--- src/rtl/align_check_pkg.sv ---
package align_check_pkg;
  typedef enum logic [1:0] {
    SZ_BYTE = 2'd0,
    SZ_HALF = 2'd1,
    SZ_WORD = 2'd2,
    SZ_DBL  = 2'd3
  } accSize_e;

  typedef struct packed {
    logic raise;   // emit the exception pulse
    logic latch;   // capture address/size and count
  } ctrlStrobes_t;

  localparam logic [7:0] ALIGN_VECTOR = 8'd17;
  localparam logic [1:0] USER_PRIV    = 2'd3;
endpackage

--- src/rtl/align_check_ctrl.sv ---
module align_check_ctrl
  import align_check_pkg::*;
(
  input  logic         clk,
  input  logic         rstN,
  input  logic         reqValid,
  output logic         reqReady,
  input  logic [2:0]   addrLow,
  input  logic [1:0]   reqSize,
  input  logic [1:0]   reqPriv,
  input  logic         reqImplicitSup,
  input  logic         acFlag,
  input  logic         amCtrl,
  output ctrlStrobes_t strobes
);
  logic readyQ;
  logic accept;
  logic misaligned;
  logic checkOn;

  always_ff @(posedge clk) begin
    if (!rstN) readyQ <= 1'b0;
    else       readyQ <= 1'b1;
  end
  assign reqReady = readyQ;
  assign accept   = reqValid && readyQ;

  always_comb begin
    unique case (accSize_e'(reqSize))
      SZ_BYTE: misaligned = 1'b0;
      SZ_HALF: misaligned = addrLow[0];
      SZ_WORD: misaligned = |addrLow[1:0];
      SZ_DBL:  misaligned = |addrLow[2:0];
      default: misaligned = 1'b0;
    endcase
  end

  assign checkOn = acFlag && amCtrl && (reqPriv == USER_PRIV) && !reqImplicitSup;

  always_comb begin
    strobes.raise = accept && checkOn && misaligned;
    strobes.latch = accept && checkOn && misaligned;
  end

  // either enable low blocks the exception
  a_r1_enables_gate: assert property (@(posedge clk) disable iff (!rstN)
    !(acFlag && amCtrl) |-> !strobes.raise);
  // byte accesses are always aligned
  a_r5_byte_safe: assert property (@(posedge clk) disable iff (!rstN)
    (reqSize == 2'd0) |-> !strobes.raise);
  // non-user and implicit supervisor accesses are exempt
  a_r6_user_only: assert property (@(posedge clk) disable iff (!rstN)
    (reqPriv != USER_PRIV || reqImplicitSup) |-> !strobes.raise);
  // nothing is accepted while not ready
  a_r11_no_accept_unready: assert property (@(posedge clk) disable iff (!rstN)
    !reqReady |-> !strobes.latch);
endmodule

--- src/rtl/align_check_dp.sv ---
module align_check_dp
  import align_check_pkg::*;
#(
  parameter int ADDR_W = 32,
  parameter int CNT_W  = 16
) (
  input  logic              clk,
  input  logic              rstN,
  input  ctrlStrobes_t      strobes,
  input  logic [ADDR_W-1:0] reqAddr,
  input  logic [1:0]        reqSize,
  output logic              faultPulse,
  output logic [7:0]        faultVector,
  output logic [ADDR_W-1:0] faultAddr,
  output logic [1:0]        faultSize,
  output logic [CNT_W-1:0]  faultCount
);
  localparam logic [CNT_W-1:0] CNT_MAX = {CNT_W{1'b1}};

  logic pulseQ;

  always_ff @(posedge clk) begin
    if (!rstN) begin
      pulseQ     <= 1'b0;
      faultAddr  <= '0;
      faultSize  <= '0;
      faultCount <= '0;
    end else begin
      pulseQ <= strobes.raise;
      if (strobes.latch) begin
        faultAddr <= reqAddr;
        faultSize <= reqSize;
        if (faultCount != CNT_MAX) faultCount <= faultCount + 1'b1;
      end
    end
  end

  assign faultPulse  = pulseQ;
  assign faultVector = pulseQ ? ALIGN_VECTOR : 8'd0;

  // pulse follows a raise by one cycle and only then
  a_r8_pulse_follows: assert property (@(posedge clk) disable iff (!rstN)
    strobes.raise |=> faultPulse);
  a_r8_pulse_quiet: assert property (@(posedge clk) disable iff (!rstN)
    !strobes.raise |=> !faultPulse);
  // captured fields hold without a new fault
  a_r9_hold: assert property (@(posedge clk) disable iff (!rstN)
    !strobes.latch |=> ($stable(faultAddr) && $stable(faultSize)));
  // counter steps by one below the ceiling, sticks at it
  a_r10_step: assert property (@(posedge clk) disable iff (!rstN)
    (strobes.latch && faultCount != CNT_MAX) |=> faultCount == $past(faultCount) + 1'b1);
  a_r10_saturate: assert property (@(posedge clk) disable iff (!rstN)
    (faultCount == CNT_MAX) |=> faultCount == CNT_MAX);
endmodule

--- src/rtl/align_check_unit.sv ---
module align_check_unit
  import align_check_pkg::*;
#(
  parameter int ADDR_W = 32,
  parameter int CNT_W  = 16
) (
  input  logic              clk,
  input  logic              rstN,
  input  logic              reqValid,
  output logic              reqReady,
  input  logic [ADDR_W-1:0] reqAddr,
  input  logic [1:0]        reqSize,
  input  logic [1:0]        reqPriv,
  input  logic              reqImplicitSup,
  input  logic              acFlag,
  input  logic              amCtrl,
  output logic              faultPulse,
  output logic [7:0]        faultVector,
  output logic [ADDR_W-1:0] faultAddr,
  output logic [1:0]        faultSize,
  output logic [CNT_W-1:0]  faultCount
);
  ctrlStrobes_t strobes;

  align_check_ctrl u_ctrl (
    .clk(clk), .rstN(rstN), .reqValid(reqValid), .reqReady(reqReady),
    .addrLow(reqAddr[2:0]), .reqSize(reqSize), .reqPriv(reqPriv),
    .reqImplicitSup(reqImplicitSup), .acFlag(acFlag), .amCtrl(amCtrl),
    .strobes(strobes)
  );

  align_check_dp #(.ADDR_W(ADDR_W), .CNT_W(CNT_W)) u_dp (
    .clk(clk), .rstN(rstN), .strobes(strobes), .reqAddr(reqAddr),
    .reqSize(reqSize), .faultPulse(faultPulse), .faultVector(faultVector),
    .faultAddr(faultAddr), .faultSize(faultSize), .faultCount(faultCount)
  );
endmodule

--- config.mk ---
export PLATFORM = sky130hd
export DESIGN_NAME = align_check_unit
export DESIGN_NICKNAME = d
export VERILOG_FILES = /design/src/rtl/align_check_pkg.sv /design/src/rtl/align_check_ctrl.sv /design/src/rtl/align_check_dp.sv /design/src/rtl/align_check_unit.sv
export SDC_FILE = /design/constraint.sdc
export NUM_CORES = 1
export LEC_CHECK = 0
export ABC_CLOCK_PERIOD_IN_PS = 3500
export CORE_UTILIZATION = 40
export DETAILED_ROUTE_END_ITERATION = 7
export PLACE_DENSITY = 0.79
export SYNTH_ARGS = -nofsm -noshare
export SYNTH_HDL_FRONTEND = slang
export SYNTH_SLANG_ARGS = --single-unit
--- constraint.sdc ---
create_clock -name clk -period 3.5 [get_ports clk]
set_input_delay 0.525 -clock clk [delete_from_list [all_inputs] [get_ports clk]]
set_output_delay 0.525 -clock clk [all_outputs]
set_load 0.1 [all_outputs]
==> results of run 1 <==
[logic make-up after synthesis]
| family | after synthesis | share of synthesized area |
|---|---|---|
| AND/OR/NAND/NOR | 118 | 0.2594 |
| XOR/XNOR | 1 | 0.004099 |
| adder cells (fa/ha/maj) | 1 | 0.005854 |
| buffers and inverters | 28 | 0.06967 |
| flip-flops | 52 | 0.4871 |
| multiplexers | 1 | 0.004684 |
| other | 1 | 0.001755 |
| AO/OA/AOI/OAI | 64 | 0.1675 |
[power breakdown]
group / internal [mW] / leakage [nW] / switching [mW] / total [mW]
Combinational: 0.0470 / 0.583 / 0.0633 / 0.110
Sequential: 0.593 / 0.419 / 0.000916 / 0.594
Clock: 0.162 / 0.0516 / 0.196 / 0.357
[per-stage QoR]
stage | hold slack [ps] | setup slack (ps)
after floorplan | 552.7 | 1040
after global placement | 440.5 | 1065
after detailed placement | 447.5 | 988.3
after CTS | 459.7 | 1027
after global routing | 479.5 | 956.7
final | 458.0 | 1046
[cell type report]
class / count / area, sq um
Sequential cell: 52 / 1041
Clock buffer: 6 / 82.58
Tap cell: 70 / 87.58
Timing Repair Buffer: 101 / 996.0
Multi-Input combinational cell: 191 / 965.9
Fill cell: 490 / 1938
Clock inverter: 2 / 13.76
Inverter: 4 / 15.01
[layout by cell type, fill, tap and decap left out, types with 3 or more instances in the layout]
cell / instances
a21oi_1: 45
and3_1: 3
buf_4: 6
clkbuf_8: 6
clkdlybuf4s50_1: 95
conb_1: 6
dfxtp_1: 52
inv_1: 4
nand2_1: 78
nand3_1: 8
nor2_1: 4
nor3_1: 4
o21a_1: 3
o21ai_0: 6
o31ai_1: 5
or3_1: 5
or4_1: 5
[final timing paths]
check	startpoint	endpoint	depth (start not counted)
setup reg to reg	u_dp.faultCount[0]$_SDFFE_PN0P_	u_dp.faultCount[3]$_SDFFE_PN0P_	5
hold / removal	u_dp.faultAddr[4]$_SDFFE_PN0P_	u_dp.faultAddr[4]$_SDFFE_PN0P_	2
setup / recovery	u_dp.faultCount[8]$_SDFFE_PN0P_	faultCount[8]	1
hold reg to reg	u_dp.faultAddr[4]$_SDFFE_PN0P_	u_dp.faultAddr[4]$_SDFFE_PN0P_	2
[sequential cells by signal, indices dropped and copies added, names as in the netlist]
name,cells
u_ctrl.reqReady,1
u_dp.faultAddr,32
u_dp.faultPulse,1
u_dp.faultSize,2
u_dp.faultCount,16
[routing by layer]
layer	wire (microns)	up-vias
li1	-	1070
met1	2225	967
met2	2644	74
met3	379	6
met4	45	0
met5	0	-
==> flow_metrics.tcl, run 1 <==
set metrics [dict create \
    asyncSetResetFlopFracSynth 0 \
    fin_util 0.6229 \
    ioPinCount 102 \
    global_route.usage.met3 0.05622 \
    cp_max_fo 7 \
    buffer_ports.inserted 95 \
    ir_drop_v 0.0001764 \
    htree_levels 2 \
    number_of_setup_violations_in_the_final_report 0 \
    finalNetCount 398 \
    synth_cells 266 \
    stdcell_area_sq_um 3202 \
    post_cts_resize_count 0 \
    via_count_of_the_first_global_routing_pass 1936 \
    proportion_of_synthesized_chip_area_in_sequential_cells 0.4871 \
    grt_util_all_layers 0.1889 \
    antenna_diodes 0 \
    grt_setup_unrepaired "no" \
    drt.antenna.violating_nets 0 \
    max_cap_viol_count 0 \
    cellPowerDensity_nw_per_um2 331.6 \
    setup_tns_ps 0 \
    synth_top_flop_cell "dfxtp_1" \
    timing.critical_path.from_type "flip-flop" \
    clock_tree.root_cell "clkbuf_8" \
    cpLargestDelayFamily "buffers and inverters" \
    run_status "completed" \
    yosys.cell_types.count 33 \
    core_area_sq_um 5140 \
    fmaxAchievable_mhz 407.5 \
    max_clock_skew_ps 5.706 \
    fraction_of_final_layout_cells_sized_beyond_drive_strength_1 0.05056 \
    totalPowerFinal_mw 1.062 \
    worst_skew_pair.late_latency_ps 300 \
    total_leakage_power_nw 1.054 \
    synth-edff-count 0 \
    cts_hold_buf 0 \
    post_drt_via_cell_ratio 4.969 \
    dp_hpwl_mm 3.888 \
    layout_area_growth_over_synthesis_pct 49.82 \
    ys_top_cells_by_count "78 x nand2_1, 52 x dfxtp_1, 45 x a21oi_1" \
    detail_route.wl_per_cell_microns 12.43 \
    floorplan.die_area_sq_um 5639 \
    starting_density 0.4158 \
    met2_usage 0.3353 \
    pin_count_of_the_biggest_net_entering_global_routing 27 \
    biggest_area_contributors_in_the_synthesized_netlist "dfxtp_1 49%, nand2_1 14%, a21oi_1 11%" \
    finalWeightedCongestion 0.7690 \
    wirelength_mm 5.295 \
    timing_worst_slew_pin_value_ps 998.2 \
    die_width_microns 75.10 \
    cpMaxStageDelayCell "clkdlybuf4s50_1" \
    final_hold_viol_count 0 \
    path_cells "clkdlybuf4s50_1" \
    route.vias.total 2117 \
    layout_worst_path_cycle_share 0.7011 \
    worst_ep_required_time_ps 2970 \
    dr.first_iter.drc_count 124 \
    number_of_cts_inserted_buffers 5 \
    busiest_grt_layer "met2" \
    grt_first_pass_wirelength_mm 8.245 \
    timing.max_slew.rel_slack 0.3325 \
    reg2reg_setup_slack_ps 1230 \
    clock-sinks 52 \
    ys_warn_count 0 \
    cts.reportedPaths.clkPinSlew_ps 90 \
    dpl_cell_area_sq_um 3105 \
    grt_antenna_before_repair 0 \
    met1_track_demand_over_resource 0.2172 \
    layoutNonFillerInstCount 426 \
    placed_cells 418 \
    slew_viol_final 0 \
    final_period_minus_worst_setup_slack_ps 2454 \
    syn_area_per_cell_sq_um 8.034 \
    placement_rows 26 \
    grt_overflow 0 \
    crit_path_category "reg2out" \
    max-clock-path-buffers 2 \
    die-height_microns 75.10 \
    yosys.cell_count.top_type "nand2_1" \
    min-delay-path-class "reg2reg" \
    cp_slowest_stage_delay_ps 1190 \
    crit_buf_inv 1 \
    first_pass_iters 4 \
    synth_seq_cells 52 \
    cp_data_arrival_time_ps 1930 \
    timing.critical_path.to_type "primary output" \
    synth_largest_area_cell "dfxtp_1" \
    synth.top_cell.area_share 0.4871 \
    post-route-drc-count 0 \
    postCtsSetupRepairBufs 0 \
    tritoncts_clock_tree "done" \
    netlist_area_sq_um 2137 \
]
(Power assumes the default switching activity.)
==> run 2: changes to the inputs <==
ABC_CLOCK_PERIOD_IN_PS = 2050   (was 3500)
CORE_UTILIZATION = 37   (was 40)
PLACE_DENSITY = 0.77   (was 0.79)
clock period = 2.05 ns   (was 3.5 ns; I/O delays follow)
==> run 2 against run 1 <==
Compared with the run above: sequential share of layout area up 1.5 points; die area up 7.9%; critical endpoint is now u_dp.faultCount[15]$_SDFFE_PN0P_; sequential power grew 70%; first-iteration DRC count fell by 2.4%; largest cell class unchanged; global-route usage down 1.1 points; flip-flop and latch count did not move; critical path type is now in2reg; combinational power is 72% higher; cell area decreased by 2.5%; clock power rose by 66%.
==> flow_metrics.tcl, run 2 (synthesized netlist as in run 1, its figures left out) <==
set metrics [dict create \
    dr.first_iter.drc_count 121 \
    dp_hpwl_mm 3.911 \
    ir_drop_v 0.0003171 \
    grt_first_pass_wirelength_mm 8.714 \
    tritoncts_clock_tree "done" \
    max-clock-path-buffers 2 \
    crit_start "reqSize[1]" \
    placement_rows 27 \
    fin_util 0.5632 \
    cellInternalPower_mw 1.362 \
    layout_area_growth_over_synthesis_pct 46.02 \
    min-delay-path-class "reg2reg" \
    total_leakage_power_nw 1.188 \
    core_area_sq_um 5540 \
    cts.reportedPaths.clkPinSlew_ps 90 \
    cp_data_arrival_time_ps 2020 \
    run_status "completed" \
    clock_tree.root_cell "clkbuf_8" \
    number_of_cts_inserted_buffers 5 \
    cp_max_fo 5 \
    drt.antenna.violating_nets 0 \
    top_layer_in_use "met4" \
    crit_path_category "in2reg" \
    totalPowerFinal_mw 1.797 \
    buffer_ports.inserted 95 \
    layoutNonFillerInstCount 431 \
    switchingPower_uw 435.0 \
    detail_route.wl_per_cell_microns 12.32 \
    final_period_minus_worst_setup_slack_ps 1796 \
    die_width_microns 78 \
    grt_util_all_layers 0.1774 \
    worst_skew_pair.late_latency_ps 300 \
    timing.critical_path.to_type "flip-flop" \
    number_of_setup_violations_in_the_final_report 0 \
    met2WireLength_mm 2.595 \
    timing.critical_path.from_type "primary input" \
    pre_cts_slack_ps -59.01 \
    combPwrFrac 0.105 \
    largest_reg_flops 32 \
    antenna_diodes 0 \
    placed_cells 423 \
    power.share.sequential 0.564 \
    layout_worst_path_cycle_share 0.8760 \
    most-common-layout-cells "78 x nand2_1, 62 x buf_4, 45 x a21oi_1, 41 x clkdlybuf4s50_1, 36 x dfxtp_1" \
    max_clock_skew_ps 1.961 \
    clock_network_fraction_of_design_power 0.331 \
    post_drt_via_cell_ratio 4.965 \
    via_count_of_the_first_global_routing_pass 1963 \
    max_cap_viol_count 0 \
    fmaxAchievable_mhz 556.9 \
    layout.filler_cells 538 \
    postLayoutSetupSlackWorst_ps 254.2 \
    sw_share 0.2421 \
    grt_antenna_before_repair 0 \
    die-height_microns 78 \
    fraction_of_final_layout_cells_sized_beyond_drive_strength_1 0.2535 \
    finalWeightedCongestion 0.8018 \
    drt-met1-wl_mm 2.294 \
    cts_hold_buf 0 \
    postCtsSetupRepairBufs 0 \
    grt_setup_unrepaired "no" \
    floorplan.die_area_sq_um 6084 \
    slew_viol_final 0 \
    met3_length_microns 373 \
    stdcell_area_sq_um 3120 \
    mostFrequentLayoutCell "nand2_1" \
    grt_overflow 0 \
    post-route-drc-count 0 \
    route.vias.total 2140 \
    starting_density 0.3857 \
    clock-sinks 52 \
    max_flop_register "u_dp.faultAddr" \
    dpl_cell_area_sq_um 3028 \
    first_pass_iters 4 \
    ioPinCount 102 \
    crit-reg2reg-launch "u_dp.faultCount[3]$_SDFFE_PN0P_" \
    min_delay_src "u_dp.faultAddr[10]$_SDFFE_PN0P_" \
    cellPowerDensity_nw_per_um2 575.7 \
    final_hold_viol_count 0 \
    pin_count_of_the_biggest_net_entering_global_routing 27 \
    wirelength_mm 5.310 \
    worst_ep_required_time_ps 2280 \
    finalNetCount 401 \
    post_cts_resize_count 0 \
    htree_levels 2 \
    reg.largest.list "u_dp.faultAddr x32, u_dp.faultCount x16, u_dp.faultSize x2" \
]
## run 2: path summary, 6_finish.rpt
path,cells after the start,endpoint,slack [ps]
worst max-delay path,6,u_dp.faultCount[15]$_SDFFE_PN0P_,250
worst min-delay path,2,u_dp.faultAddr[10]$_SDFFE_PN0P_,460
worst max register to register,5,u_dp.faultCount[10]$_SDFFE_PN0P_,260
worst min register to register,2,u_dp.faultAddr[10]$_SDFFE_PN0P_,460
## run 2: final cells by class
| cell class | instances | area (sq um) | share of cell area |
|---|---|---|---|
| clock inverter | 2 | 10.01 | 0.003208 |
| timing repair buffer | 104 | 895.9 | 0.2871 |
| sequential | 52 | 1061 | 0.3400 |
| multi-input combinational | 191 | 965.9 | 0.3095 |
| tap | 72 | 90.09 | 0.02887 |
| clock buffer | 6 | 82.58 | 0.02646 |
| inverter | 4 | 15.01 | 0.004812 |
## run 2: per-layer routing
metal / GRT usage / up-vias
li1: - / 1079
met3: 0.05294 / 6
met4: 0.04815 / 0
met1: 0.2082 / 989
met5: 0 / -
met2: 0.3124 / 66
## run 2: through the flow
| stage | hold WS, ps | setup TNS [ps] |
|---|---|---|
| floorplan | 335.2 | -97.25 |
| global placement | 442.6 | 0 |
| detailed placement | 447.3 | -249.0 |
| CTS | 460.3 | 0 |
| global route | 475.6 | 0 |
| finish | 456.5 | 0 |
## run 2: power groups by stage
stage / Sequential [mW] / Combinational (mW) / Clock, mW
floorplan: 1.06 / 0.0822 / 0
global placement: 1.04 / 0.188 / 0
finish: 1.01 / 0.189 / 0.594
CTS: 1.01 / 0.190 / 0.618
detailed placement: 1.04 / 0.189 / 0
global route: 1.01 / 0.199 / 0.666
## run 2: worst max-delay path: stages
cell,delay [ps]
clkdlybuf4s50_1,500
a21oi_1,100
o21ai_2,280
nand3_1,190
or4_1,500
a21oi_1,150
